[src/rtl/lcd_refresh_pkg.sv]
package lcdPkg;

  // Strobes from the control module to the datapath
  typedef struct packed {
    logic push;     // store rdData into the FIFO, advance word index
    logic load;     // take the next word into the shifter
    logic shift;    // present the next nibble of the current word
    logic capBase;  // capture baseAddr into the base register
  } dpStrobe_t;

  typedef enum logic [1:0] {
    BUS_IDLE,
    BUS_REQ,
    BUS_XFER
  } busState_t;

endpackage

[src/rtl/lcd_refresh_ctl.sv]
module lcd_refresh_ctl
  import lcdPkg::*;
#(
  parameter int SHIFT_DIV    = 2,
  parameter int BURST        = 2,
  parameter int FIFO_DEPTH   = 3,
  parameter int NIB_PER_WORD = 8,
  parameter int NIB_PER_LINE = 32,
  parameter int ROWS         = 128,
  parameter int CNT_W        = 2
) (
  input  logic             clk,
  input  logic             rstN,
  input  logic             busGnt,
  input  logic             ack,
  input  logic [CNT_W-1:0] fifoCount,
  input  logic             wordIsZero,
  output dpStrobe_t        strb,
  output logic             busReq,
  output logic             rdStrobe,
  output logic             shiftClk,
  output logic             latchPulse,
  output logic             rowClk,
  output logic             rowStart,
  output logic             frameSig
);

  localparam int DIV_W  = $clog2(SHIFT_DIV + 1);
  localparam int HALF   = SHIFT_DIV / 2;
  localparam int NIBX_W = $clog2(NIB_PER_LINE);
  localparam int SUB_W  = $clog2(NIB_PER_WORD);
  localparam int LINE_W = $clog2(ROWS);
  localparam int BEAT_W = $clog2(BURST + 1);

  // ---------------- bus master sequencer ----------------
  busState_t         busSt;
  logic [BEAT_W-1:0] beatCnt;

  always_ff @(posedge clk) begin
    if (!rstN) begin
      busSt   <= BUS_IDLE;
      beatCnt <= '0;
    end else begin
      case (busSt)
        BUS_IDLE: if (fifoCount <= CNT_W'(FIFO_DEPTH - BURST)) busSt <= BUS_REQ;
        BUS_REQ:  if (busGnt) busSt <= BUS_XFER;
        BUS_XFER: if (ack) begin
          if (beatCnt == BEAT_W'(BURST - 1)) begin
            busSt   <= BUS_IDLE;
            beatCnt <= '0;
          end else begin
            beatCnt <= beatCnt + 1'b1;
          end
        end
        default:  busSt <= BUS_IDLE;
      endcase
    end
  end

  assign busReq   = (busSt != BUS_IDLE);
  assign rdStrobe = (busSt == BUS_XFER);

  // ---------------- raster timing ----------------
  logic              running;
  logic [DIV_W-1:0]  divCnt;
  logic [NIBX_W-1:0] nibIdx;
  logic [LINE_W-1:0] lineIdx;
  logic              latchReg;
  logic              frameReg;

  logic startNow, periodEnd, lineEnd, wordEnd;

  assign startNow  = !running && (fifoCount >= CNT_W'(BURST));
  assign periodEnd = running && (divCnt == DIV_W'(SHIFT_DIV - 1));
  assign lineEnd   = (nibIdx == NIBX_W'(NIB_PER_LINE - 1));
  assign wordEnd   = &nibIdx[SUB_W-1:0];

  always_ff @(posedge clk) begin
    if (!rstN) begin
      running  <= 1'b0;
      divCnt   <= '0;
      nibIdx   <= '0;
      lineIdx  <= '0;
      latchReg <= 1'b0;
      frameReg <= 1'b0;
    end else begin
      latchReg <= 1'b0;
      if (startNow) begin
        running <= 1'b1;
        divCnt  <= '0;
        nibIdx  <= '0;
        lineIdx <= '0;
      end else if (periodEnd) begin
        divCnt <= '0;
        if (lineEnd) begin
          nibIdx   <= '0;
          latchReg <= 1'b1;
          if (lineIdx == LINE_W'(ROWS - 1)) begin
            lineIdx  <= '0;
            frameReg <= ~frameReg;
          end else begin
            lineIdx <= lineIdx + 1'b1;
          end
        end else begin
          nibIdx <= nibIdx + 1'b1;
        end
      end else if (running) begin
        divCnt <= divCnt + 1'b1;
      end
    end
  end

  assign shiftClk   = running && (divCnt == DIV_W'(HALF));
  assign latchPulse = latchReg;
  assign rowClk     = latchReg;
  assign rowStart   = running && (lineIdx == '0);
  assign frameSig   = frameReg;

  always_comb begin
    strb         = '0;
    strb.push    = rdStrobe && ack;
    strb.capBase = (busSt == BUS_REQ) && busGnt && wordIsZero;
    strb.load    = startNow || (periodEnd && wordEnd);
    strb.shift   = periodEnd && !wordEnd;
  end

  // ---------------- assertions ----------------
  p_strobe_after_grant_r2: assert property (@(posedge clk) disable iff (!rstN)
    $rose(rdStrobe) |-> $past(busGnt));

  p_latch_one_cycle_r7: assert property (@(posedge clk) disable iff (!rstN)
    latchPulse |=> !latchPulse);

  p_latch_not_shift_r7: assert property (@(posedge clk) disable iff (!rstN)
    latchPulse |-> !shiftClk);

  p_frame_with_latch_r9: assert property (@(posedge clk) disable iff (!rstN)
    (frameSig != $past(frameSig)) |-> latchPulse);

  p_start_after_burst_r12: assert property (@(posedge clk) disable iff (!rstN)
    $rose(running) |-> $past(fifoCount >= CNT_W'(BURST)));

endmodule

[src/rtl/lcd_refresh_dp.sv]
module lcd_refresh_dp
  import lcdPkg::*;
#(
  parameter int WORD_W      = 32,
  parameter int NIB_W       = 4,
  parameter int FIFO_DEPTH  = 3,
  parameter int FRAME_WORDS = 512,
  parameter int IDX_W       = 9,
  parameter int BASE_W      = 21,
  parameter int CNT_W       = 2
) (
  input  logic                    clk,
  input  logic                    rstN,
  input  dpStrobe_t               strb,
  input  logic [BASE_W-1:0]       baseAddr,
  input  logic [WORD_W-1:0]       rdData,
  output logic [BASE_W+IDX_W-1:0] addrOut,
  output logic [CNT_W-1:0]        fifoCount,
  output logic                    wordIsZero,
  output logic [NIB_W-1:0]        pixData,
  output logic                    underrun
);

  localparam int PTR_W = (FIFO_DEPTH > 1) ? $clog2(FIFO_DEPTH) : 1;

  logic [WORD_W-1:0] fifoMem [FIFO_DEPTH];
  logic [PTR_W-1:0]  wrPtr, rdPtr;
  logic [CNT_W-1:0]  count;
  logic [IDX_W-1:0]  wordCnt;
  logic [BASE_W-1:0] baseReg;
  logic [WORD_W-1:0] shReg;
  logic              doPop;

  function automatic logic [PTR_W-1:0] bump(input logic [PTR_W-1:0] p);
    return (p == PTR_W'(FIFO_DEPTH - 1)) ? '0 : p + 1'b1;
  endfunction

  assign doPop = strb.load && (count != '0);

  always_ff @(posedge clk) begin
    if (strb.push) fifoMem[wrPtr] <= rdData;
  end

  always_ff @(posedge clk) begin
    if (!rstN) begin
      wrPtr    <= '0;
      rdPtr    <= '0;
      count    <= '0;
      wordCnt  <= '0;
      baseReg  <= '0;
      shReg    <= '0;
      pixData  <= '0;
      underrun <= 1'b0;
    end else begin
      if (strb.push) begin
        wrPtr   <= bump(wrPtr);
        wordCnt <= (wordCnt == IDX_W'(FRAME_WORDS - 1)) ? '0 : wordCnt + 1'b1;
      end
      if (doPop) rdPtr <= bump(rdPtr);
      case ({strb.push, doPop})
        2'b10:   count <= count + 1'b1;
        2'b01:   count <= count - 1'b1;
        default: count <= count;
      endcase
      if (strb.capBase) baseReg <= baseAddr;

      if (strb.load) begin
        if (doPop) begin
          pixData <= fifoMem[rdPtr][WORD_W-1 -: NIB_W];
          shReg   <= fifoMem[rdPtr] << NIB_W;
        end else begin
          pixData  <= '0;
          shReg    <= '0;
          underrun <= 1'b1;
        end
      end else if (strb.shift) begin
        pixData <= shReg[WORD_W-1 -: NIB_W];
        shReg   <= shReg << NIB_W;
      end
    end
  end

  assign addrOut    = {baseReg, wordCnt};
  assign fifoCount  = count;
  assign wordIsZero = (wordCnt == '0);

  // ---------------- assertions ----------------
  p_no_overflow_r10: assert property (@(posedge clk) disable iff (!rstN)
    strb.push |-> (count < CNT_W'(FIFO_DEPTH)));

  p_underrun_sticky_r11: assert property (@(posedge clk) disable iff (!rstN)
    underrun |=> underrun);

  p_blank_on_starve_r11: assert property (@(posedge clk) disable iff (!rstN)
    (strb.load && count == '0) |=> (pixData == '0));

  p_index_wraps_r3: assert property (@(posedge clk) disable iff (!rstN)
    (strb.push && wordCnt == IDX_W'(FRAME_WORDS - 1)) |=> (wordCnt == '0));

endmodule

[src/rtl/mono_lcd_refresh.sv]
module mono_lcd_refresh
  import lcdPkg::*;
#(
  parameter int COLS       = 128,
  parameter int ROWS       = 128,
  parameter int WORD_W     = 32,
  parameter int NIB_W      = 4,
  parameter int SHIFT_DIV  = 2,
  parameter int BURST      = 2,
  parameter int FIFO_DEPTH = 3,
  parameter int ADDR_W     = 30,
  localparam int FRAME_WORDS = COLS * ROWS / WORD_W,
  localparam int IDX_W       = $clog2(FRAME_WORDS),
  localparam int BASE_W      = ADDR_W - IDX_W
) (
  input  logic              clk,
  input  logic              rstN,
  input  logic [BASE_W-1:0] baseAddr,
  output logic              busReq,
  input  logic              busGnt,
  output logic              rdStrobe,
  output logic [ADDR_W-1:0] addrOut,
  input  logic [WORD_W-1:0] rdData,
  input  logic              ack,
  output logic [NIB_W-1:0]  pixData,
  output logic              shiftClk,
  output logic              latchPulse,
  output logic              rowClk,
  output logic              rowStart,
  output logic              frameSig,
  output logic              underrun
);

  localparam int CNT_W        = $clog2(FIFO_DEPTH + 1);
  localparam int NIB_PER_WORD = WORD_W / NIB_W;
  localparam int NIB_PER_LINE = COLS / NIB_W;

  dpStrobe_t        strb;
  logic [CNT_W-1:0] fifoCount;
  logic             wordIsZero;

  lcd_refresh_ctl #(
    .SHIFT_DIV   (SHIFT_DIV),
    .BURST       (BURST),
    .FIFO_DEPTH  (FIFO_DEPTH),
    .NIB_PER_WORD(NIB_PER_WORD),
    .NIB_PER_LINE(NIB_PER_LINE),
    .ROWS        (ROWS),
    .CNT_W       (CNT_W)
  ) uCtl (
    .clk       (clk),
    .rstN      (rstN),
    .busGnt    (busGnt),
    .ack       (ack),
    .fifoCount (fifoCount),
    .wordIsZero(wordIsZero),
    .strb      (strb),
    .busReq    (busReq),
    .rdStrobe  (rdStrobe),
    .shiftClk  (shiftClk),
    .latchPulse(latchPulse),
    .rowClk    (rowClk),
    .rowStart  (rowStart),
    .frameSig  (frameSig)
  );

  lcd_refresh_dp #(
    .WORD_W     (WORD_W),
    .NIB_W      (NIB_W),
    .FIFO_DEPTH (FIFO_DEPTH),
    .FRAME_WORDS(FRAME_WORDS),
    .IDX_W      (IDX_W),
    .BASE_W     (BASE_W),
    .CNT_W      (CNT_W)
  ) uDp (
    .clk       (clk),
    .rstN      (rstN),
    .strb      (strb),
    .baseAddr  (baseAddr),
    .rdData    (rdData),
    .addrOut   (addrOut),
    .fifoCount (fifoCount),
    .wordIsZero(wordIsZero),
    .pixData   (pixData),
    .underrun  (underrun)
  );

endmodule

[config.mk]
export PLATFORM = sky130hd
export DESIGN_NAME = mono_lcd_refresh
export DESIGN_NICKNAME = d
export VERILOG_FILES = /design/src/rtl/lcd_refresh_pkg.sv /design/src/rtl/lcd_refresh_ctl.sv /design/src/rtl/lcd_refresh_dp.sv /design/src/rtl/mono_lcd_refresh.sv
export SDC_FILE = /design/constraint.sdc
export NUM_CORES = 1
export LEC_CHECK = 0
export CAP_MARGIN = 20
export CORE_MARGIN = 10
export CORE_UTILIZATION = 25
export DETAILED_ROUTE_END_ITERATION = 12
export DONT_BUFFER_PORTS = 1
export SLEW_MARGIN = 20
export SYNTH_ARGS = -nofsm -noshare
export SYNTH_HDL_FRONTEND = slang
export SYNTH_HIERARCHICAL = 1
export SYNTH_SLANG_ARGS = --single-unit
[constraint.sdc]
create_clock -name clk -period 9 [get_ports clk]
set_clock_uncertainty 0.1 [all_clocks]
set_input_delay 0.9 -clock clk [delete_from_list [all_inputs] [get_ports clk]]
set_output_delay 0.9 -clock clk [all_outputs]
set_load 0.02 [all_outputs]
==> results of run 1 <==
final cells by class:
cell class                 instances  share of cell area, %
inverter                          42                   1.83
clock buffer                      18                   4.98
multi-input combinational        373                   30.0
timing repair buffer               8                  0.929
tap                              390                   5.66
sequential                       188                   54.9
clock inverter                    14                   1.74
path summary, 6_finish.rpt:
| check | to | slack [ns] | start | cells past startpoint |
|---|---|---|---|---|
| max | uDp/fifoCount[1] | 6.07 | uCtl/divCnt[0] | 11 |
| min | uCtl/beatCnt[1] | 0.34 | uCtl/beatCnt[1] | 2 |
| max reg2reg | uDp/fifoCount[1] | 6.07 | uCtl/divCnt[0] | 11 |
| min reg2reg | uCtl/beatCnt[1] | 0.34 | uCtl/beatCnt[1] | 2 |
metrics by stage:
stage	setup WS [ns]	utilization [%]	instance area, um2	hold slack [ns]
floorplan	4.96	-	7620	0.309
global placement	6.13	26.8	8010	0.319
detailed placement	6.09	26.8	8010	0.327
CTS	6.05	28.7	8590	0.336
global route	5.73	28.8	8620	0.364
finish	6.07	28.8	8620	0.336
cell usage in the layout (no fill, tap or decap), drive strengths merged, types with 2 or more instances in the layout:
master	count
o21ai	38
xnor2	4
mux2	32
nand2b	30
buf	8
edfxtp	96
xor2	5
and3	3
nor3	4
a31oi	3
nand2	24
a21o	28
o21a	2
nand3b	4
dfxtp	92
nand4	7
a21oi	44
clkinv	5
clkinvlp	3
nor2b	2
or3	9
o32ai	4
nor2	40
o211ai	28
clkbuf	18
ha	11
nand3	7
or2	3
mux2i	29
or4	2
inv	47
cell families (layout without fill, tap and decap cells):
group	Yosys count	after routing
AND/OR/NAND/NOR	140	140
XOR/XNOR	9	9
buffers and inverters	80	82
flip-flops	188	188
AO/OA/AOI/OAI	152	152
adder cells (fa/ha/maj)	11	11
multiplexers	61	61
layer usage:
layer,GRT usage [%],vias to the layer above
met5,0,-
met4,2.81,0
met3,3.61,10
met2,13.6,73
met1,10.5,2220
li1,-,2273
synth_stat cells, types with 5 or more instances:
library cell / n / area share [%]
nand4_1: 5 / 0.41
a21oi_1: 44 / 2.9
nor2_1: 40 / 2.0
edfxtp_1: 96 / 38
clkbuf_1: 15 / 0.74
nand2b_1: 30 / 2.5
nand3_1: 7 / 0.46
or3_1: 9 / 0.74
a21o_1: 28 / 2.8
o21ai_0: 38 / 2.5
ha_1: 11 / 1.8
mux2_2: 25 / 3.7
nand2_1: 24 / 1.2
buf_2: 18 / 1.2
o211ai_1: 28 / 2.8
mux2_1: 7 / 1.0
dfxtp_1: 92 / 24
inv_1: 40 / 2.0
mux2i_1: 29 / 3.8
xor2_1: 5 / 0.57
sequential cells by signal, indices dropped and copies added, names as in the netlist, 4 cells and up, named ones only:
register,cells
uCtl/lineIdx,7
uCtl/nibIdx,5
uDp/baseReg,21
uDp/shReg,28
uDp/pixData,4
uDp/wordCnt,9
uDp/fifoMem,96
tightest hold or removal path, cell delays in order (launching register included):
cell	delay (ns)
dfxtp_1	0.31
nand2_1	0.05
a31oi_1	0.03
power by group through the flow:
stage          clock network (mW)  registers [mW]  logic [mW]
2_1_floorplan                   0           0.938      0.0269
3_3_place_gp                    0           0.940      0.0303
3_5_place_dp                    0           0.941      0.0307
4_1_cts                     0.770           0.921      0.0307
5_1_grt                     0.798           0.921      0.0358
6_report                    0.741           0.920      0.0316
==> run_summary.xml, run 1 <==
<?xml version="1.0" encoding="UTF-8"?>
<metrics>
  <group name="cells_and_area">
    <metric name="n_fill_cell" unit="">3013</metric>
    <metric name="drive_above_1_share" unit="%">12.0</metric>
    <metric name="post_layout_nonfiller_instances" unit="">1033</metric>
    <metric name="areaGrowthSynthToFinish" unit="%">13.0</metric>
    <metric name="multi_input_area" unit="mm2">0.00258</metric>
    <metric name="diodes" unit="">0</metric>
    <metric name="design.final.nets" unit="">698</metric>
    <metric name="regArea" unit="mm2">0.00473</metric>
  </group>
  <group name="pwr">
    <metric name="power.clock.fraction" unit="%">43.8</metric>
    <metric name="p_comb_share" unit="%">1.9</metric>
    <metric name="p_int" unit="mW">1.31</metric>
    <metric name="powerDensity" unit="mW/mm2">196</metric>
    <metric name="power.share.switching" unit="%">22.4</metric>
    <metric name="sequentialPowerShare" unit="%">54.4</metric>
    <metric name="cellLeakagePower" unit="nW">2.97</metric>
    <metric name="total_switching_power" unit="mW">0.379</metric>
    <metric name="peak_vdd_ir" unit="mV">0.139</metric>
    <metric name="totalPowerFinal" unit="mW">1.69</metric>
  </group>
  <group name="cts">
    <metric name="clock_insertion_delay_worst_skew" unit="ns">0.43</metric>
    <metric name="cts.hold.buffers_added" unit="">0</metric>
    <metric name="cts-buffers-inserted" unit="">17</metric>
    <metric name="clock_sink_count" unit="">188</metric>
    <metric name="clkTransAtPathRegs" unit="ns">0.07</metric>
    <metric name="setup_fix_bufs_post_cts" unit="">0</metric>
    <metric name="ctsLongestPathBuffers" unit="">2</metric>
    <metric name="tritoncts" unit="">done</metric>
    <metric name="root_buffer_master" unit="">clkbuf_16</metric>
    <metric name="cts.repair.resized" unit="">0</metric>
    <metric name="ctsHtreeMaxLevel" unit="">4</metric>
  </group>
  <group name="worst_setup_path">
    <metric name="timing_worst_setup_path_type" unit="">flop to flop</metric>
    <metric name="crit_path_start_kind" unit="">flop</metric>
    <metric name="worst-path-max-fanout" unit="">31</metric>
    <metric name="worst_ep_required_time" unit="ns">9.25</metric>
    <metric name="worst_setup_path_end_kind" unit="">flop</metric>
    <metric name="worst_path_largest_cell_delay" unit="ns">0.35</metric>
    <metric name="library_cell_appearing_most_often_on_the_critical_path" unit="">nand2_1</metric>
    <metric name="crit_path_cell_trace" unit="">ha_1 &gt; nand2_1 &gt; inv_2 &gt; nand2_1 &gt; nand2_1 &gt; buf_4 &gt; o21ai_0 &gt; inv_1 &gt; ha_1 &gt; or3_1 &gt; a21oi_1</metric>
    <metric name="worstPathBufferInverterCount" unit="">3</metric>
    <metric name="worst_path_max_delay_cell" unit="">dfxtp_1</metric>
    <metric name="cpLargestDelayFamily" unit="">simple AND/OR/NAND/NOR gates</metric>
    <metric name="crit_arrival" unit="ns">3.18</metric>
  </group>
  <group name="grt">
    <metric name="grt_max_degree" unit="">61</metric>
    <metric name="grt.overflow.total" unit="">0</metric>
    <metric name="grt_pass1_wl" unit="mm">26.1</metric>
    <metric name="global_route_usage_sum" unit="%">8.66</metric>
    <metric name="grt_pass1_vias" unit="">4595</metric>
    <metric name="antenna_found_initial" unit="">0</metric>
  </group>
  <group name="floorplanning">
    <metric name="fp.dieH" unit="um">195</metric>
    <metric name="die_width" unit="um">195</metric>
    <metric name="dieArea" unit="mm2">0.0379</metric>
    <metric name="floorplan.initialDensity" unit="%">25.5</metric>
    <metric name="core_area" unit="mm2">0.0299</metric>
    <metric name="fp-row-count" unit="">63</metric>
    <metric name="io_pins" unit="">99</metric>
  </group>
  <group name="place">
    <metric name="port_buffers" unit="">0</metric>
    <metric name="dpl.hpwl" unit="mm">10.5</metric>
    <metric name="place.gp.congestion" unit="">0.735</metric>
    <metric name="post-place-cells" unit="">1000</metric>
  </group>
  <group name="timing">
    <metric name="post-route-period-util" unit="%">32.6</metric>
    <metric name="slew-limit-headroom" unit="%">30.7</metric>
    <metric name="number_of_setup_violations_in_the_final_report" unit="">0</metric>
    <metric name="timing.final.max_slew_violations" unit="">0</metric>
    <metric name="grt_setup_unrepaired" unit="">no</metric>
    <metric name="max_slew.worst_pin.slew" unit="ns">1.04</metric>
    <metric name="finalSetupTns" unit="ns">0</metric>
    <metric name="maxClockFrequency" unit="GHz">0.341</metric>
    <metric name="number_of_hold_slack_violations_in_the_final_timing_report" unit="">0</metric>
    <metric name="finalWorstPathRequiredPeriod" unit="ns">2.93</metric>
  </group>
  <group name="drt">
    <metric name="detailroute.wirelength.met2" unit="mm">7.78</metric>
    <metric name="antenna_violating_nets_post_route" unit="">0</metric>
    <metric name="routedLengthMet1" unit="mm">7.17</metric>
    <metric name="wl_met3" unit="mm">1.12</metric>
    <metric name="drt_iter0_drc" unit="">253</metric>
    <metric name="vias" unit="">4576</metric>
    <metric name="maxUsedRoutingLayer" unit="">met4</metric>
    <metric name="wire_per_inst" unit="um">15.7</metric>
    <metric name="detail_route.drc_violations" unit="">0</metric>
    <metric name="wirelength" unit="mm">16.2</metric>
    <metric name="via_per_inst" unit="">4.43</metric>
    <metric name="drt-pass1-iter-count" unit="">5</metric>
  </group>
  <group name="synth">
    <metric name="yosysSeqAreaShare" unit="%">62.0</metric>
    <metric name="synth_cells" unit="">641</metric>
    <metric name="cell_area_after_synthesis" unit="mm2">0.00762</metric>
    <metric name="synthesis.nets" unit="">709</metric>
    <metric name="synth_enable_flop_cells" unit="">96</metric>
    <metric name="synth_area_per_cell" unit="um2">11.9</metric>
    <metric name="area_share_of_and_or_nand_nor_cells_after_synthesis" unit="%">9.76</metric>
    <metric name="yosys_register_bits" unit="">188</metric>
    <metric name="main_combinational_cell_family_by_area_after_synthesis" unit="">compound AO/OA/AOI/OAI gates</metric>
    <metric name="yosys_warnings" unit="">6</metric>
    <metric name="netlist-cell-type-count" unit="">49</metric>
    <metric name="ys_dominant_reg_cell" unit="">edfxtp_1</metric>
    <metric name="async_flop_share" unit="%">0</metric>
    <metric name="synth_compound_area_share" unit="%">12.5</metric>
    <metric name="post_synthesis_mux_area_share" unit="%">8.53</metric>
    <metric name="synth-adder-area-share" unit="%">1.81</metric>
    <metric name="synth_xor_area_share" unit="%">1.03</metric>
  </group>
  <group name="run">
    <metric name="timing.max_cap.violations" unit="">0</metric>
  </group>
  <group name="min_path">
    <metric name="hold_class" unit="">flop to flop</metric>
  </group>
  <group name="outcome">
    <metric name="run_status" unit="">finished clean</metric>
  </group>
</metrics>
Power figures use the tool's default switching activity.
==> run 2, diff against run 1 <==
==> constraint.sdc (replaced) <==
create_clock -name clk -period 2.6 [get_ports clk]
set_clock_uncertainty 0.1 [all_clocks]
set_input_delay 0.26 -clock clk [delete_from_list [all_inputs] [get_ports clk]]
set_output_delay 0.26 -clock clk [all_outputs]
set_load 0.02 [all_outputs]
==> run_summary.xml, run 2 (same netlist as run 1, synthesis figures left out) <==
<?xml version="1.0" encoding="UTF-8"?>
<metrics>
  <group name="cells_and_area">
    <metric name="n_fill_cell" unit="">2977</metric>
    <metric name="top_regs" unit="">uDp/fifoMem: 96 flops, uDp/shReg: 28 flops, uDp/baseReg: 21 flops</metric>
    <metric name="largest_reg_by_ff_count" unit="">uDp/fifoMem</metric>
    <metric name="areaGrowthSynthToFinish" unit="%">21.6</metric>
    <metric name="top_library_cells_by_usage_in_the_layout_fill_and_taps_aside" unit="">96 x edfxtp_1, 91 x dfxtp_1, 56 x dlygate4sd3_1</metric>
    <metric name="final_cell_area" unit="mm2">0.00927</metric>
    <metric name="layout_commonest_cell" unit="">edfxtp_1</metric>
    <metric name="drive_above_1_share" unit="%">12.7</metric>
    <metric name="layout.core_utilization" unit="%">31.0</metric>
    <metric name="largest_register_ffs" unit="">96</metric>
    <metric name="design.final.nets" unit="">766</metric>
  </group>
  <group name="timing">
    <metric name="slew-limit-headroom" unit="%">59.9</metric>
    <metric name="finalWorstPathRequiredPeriod" unit="ns">2.22</metric>
    <metric name="finalSetupTns" unit="ns">0</metric>
    <metric name="post-route-period-util" unit="%">85.3</metric>
    <metric name="number_of_setup_violations_in_the_final_report" unit="">0</metric>
    <metric name="layout_setup_ws" unit="ns">0.383</metric>
    <metric name="hold_ws" unit="ns">0.0268</metric>
    <metric name="grt_setup_unrepaired" unit="">no</metric>
    <metric name="maxClockFrequency" unit="GHz">0.451</metric>
    <metric name="number_of_hold_slack_violations_in_the_final_timing_report" unit="">0</metric>
    <metric name="max_slew.worst_pin.slew" unit="ns">0.602</metric>
    <metric name="timing.final.max_slew_violations" unit="">0</metric>
  </group>
  <group name="worst_setup_path">
    <metric name="rr_worst_depth" unit="">6</metric>
    <metric name="worst-path-max-fanout" unit="">10</metric>
    <metric name="regToRegEndpoint" unit="">uCtl/frameSig</metric>
    <metric name="crit_arrival" unit="ns">2.48</metric>
    <metric name="worst_setup_path_end_kind" unit="">flop</metric>
    <metric name="worst_path_max_delay_cell" unit="">ha_1</metric>
    <metric name="timing_worst_setup_path_type" unit="">flop to flop</metric>
    <metric name="worst_path_largest_cell_delay" unit="ns">0.40</metric>
    <metric name="instance_count_on_the_critical_path" unit="">6</metric>
    <metric name="crit_path_start_kind" unit="">flop</metric>
    <metric name="crit_path_start" unit="">uCtl/nibIdx[0]</metric>
    <metric name="worst_ep_required_time" unit="ns">2.86</metric>
    <metric name="worstPathBufferInverterCount" unit="">0</metric>
    <metric name="library_cell_appearing_most_often_on_the_critical_path" unit="">ha_1</metric>
    <metric name="worst_reg_to_reg_setup_slack" unit="ns">0.38</metric>
    <metric name="crit_path_cell_trace" unit="">ha_1 &gt; and3_1 &gt; ha_1 &gt; nand4_1 &gt; nor3_2 &gt; mux2i_1</metric>
    <metric name="beginning_of_the_worst_register_to_register_path" unit="">uCtl/nibIdx[0]</metric>
    <metric name="worst_setup_path_endpoint" unit="">uCtl/frameSig</metric>
    <metric name="cpLargestDelayFamily" unit="">simple AND/OR/NAND/NOR gates</metric>
  </group>
  <group name="grt">
    <metric name="grt_pass1_vias" unit="">4857</metric>
    <metric name="grt_pass1_wl" unit="mm">26.8</metric>
    <metric name="antenna_found_initial" unit="">1</metric>
    <metric name="grt.overflow.total" unit="">0</metric>
    <metric name="global_route_usage_sum" unit="%">8.82</metric>
    <metric name="grt_max_degree" unit="">38</metric>
  </group>
  <group name="floorplanning">
    <metric name="fp.dieH" unit="um">195</metric>
    <metric name="io_pins" unit="">99</metric>
    <metric name="core_area" unit="mm2">0.0299</metric>
    <metric name="fp-row-count" unit="">63</metric>
    <metric name="dieArea" unit="mm2">0.0379</metric>
    <metric name="floorplan.initialDensity" unit="%">25.5</metric>
    <metric name="die_width" unit="um">195</metric>
  </group>
  <group name="min_path">
    <metric name="hold_class" unit="">input port to flop</metric>
  </group>
  <group name="drt">
    <metric name="drt_iter0_drc" unit="">254</metric>
    <metric name="wirelength" unit="mm">17.0</metric>
    <metric name="via_per_inst" unit="">4.41</metric>
    <metric name="drt-pass1-iter-count" unit="">4</metric>
    <metric name="antenna_violating_nets_post_route" unit="">0</metric>
    <metric name="vias" unit="">4858</metric>
    <metric name="wire_per_inst" unit="um">15.4</metric>
    <metric name="detail_route.drc_violations" unit="">0</metric>
  </group>
  <group name="cts">
    <metric name="clkTransAtPathRegs" unit="ns">0.07</metric>
    <metric name="clock_insertion_delay_worst_skew" unit="ns">0.43</metric>
    <metric name="cts-buffers-inserted" unit="">17</metric>
    <metric name="clock_sink_count" unit="">188</metric>
    <metric name="tritoncts" unit="">done</metric>
    <metric name="ctsLongestPathBuffers" unit="">2</metric>
    <metric name="root_buffer_master" unit="">clkbuf_16</metric>
    <metric name="ctsHtreeMaxLevel" unit="">4</metric>
  </group>
  <group name="pwr">
    <metric name="peak_vdd_ir" unit="mV">0.462</metric>
    <metric name="powerDensity" unit="mW/mm2">642</metric>
    <metric name="cellLeakagePower" unit="nW">3.28</metric>
  </group>
  <group name="place">
    <metric name="port_buffers" unit="">0</metric>
    <metric name="dpl.hpwl" unit="mm">11.2</metric>
    <metric name="place.gp.congestion" unit="">0.717</metric>
    <metric name="postPlaceCellArea" unit="mm2">0.00810</metric>
    <metric name="place_ws" unit="ns">0.403</metric>
  </group>
  <group name="outcome">
    <metric name="run_status" unit="">finished clean</metric>
  </group>
  <group name="run">
    <metric name="timing.max_cap.violations" unit="">0</metric>
  </group>
</metrics>
run 2: cell count changes in the layout (fill, tap and decap cells not counted), moves of 2 or more:
cell,change
dlygate4sd3_1,+56
buf_4,+12
inv_8,+3
clkinv_8,+2
clkinvlp_4,-2
run 2: area by class of cell:
class                           instances  area [um2]  share of cell area [%]
Inverter                               42         158                    1.70
Clock inverter                         14         159                    1.71
Clock buffer                           18         429                    4.63
Tap cell                              390         488                    5.26
Timing Repair Buffer                   76         723                    7.80
Multi-Input combinational cell        373        2590                    27.9
Sequential cell                       188        4730                    51.0
Antenna cell                            1        2.50                  0.0270
run 2: worst reg2reg max path: stages, from the launching register on:
cell and delay [ns]:
dfxtp_1 0.39, ha_1 0.18, and3_1 0.17, ha_1 0.40, nand4_1 0.31, nor3_2 0.38, mux2i_1 0.21
run 2: report_power, final:
part | leakage, nW | internal [mW] | switching [mW]
Sequential | 1.61 | 3.14 | 0.0424
Combinational | 1.39 | 0.105 | 0.102
Clock | 0.285 | 1.30 | 1.26
Total | 3.28 | 4.54 | 1.41
run 2: worst min-delay path by stage:
stage | start | end | slack, ns | depth (start not counted)
after detailed placement | rdData[3] | uDp/fifoMem[2][3] | 0.26 | 0
after floorplan | rdData[0] | uDp/fifoMem[0][0] | 0.26 | 0
after global routing | rstN | uDp/wordCnt[5] | 0.03 | 2
after CTS | ack | uCtl/busSt[1] | 0.01 | 3
after global placement | rdData[31] | uDp/fifoMem[0][31] | 0.26 | 0
final | rstN | uDp/wordCnt[6] | 0.03 | 2
run 2: what timing repair did:
action	4_1_cts	5_1_grt
resized for setup	0	0
setup buffers	0	0
hold buffers	57	0
hold endpoints to repair	157	0
run 2: per-layer routing:
layer	track usage (%)	wire length [um]
met1	11.0	7710
met4	2.70	202
met2	13.8	7780
met5	0	0
met3	3.32	1260
run 2: stage by stage:
stage,std cells,power (mW)
after floorplan,641,3.34
after global placement,1012,3.37
after detailed placement,1012,3.37
after CTS,1101,6.04
after global routing,1102,6.16
final,1102,5.95
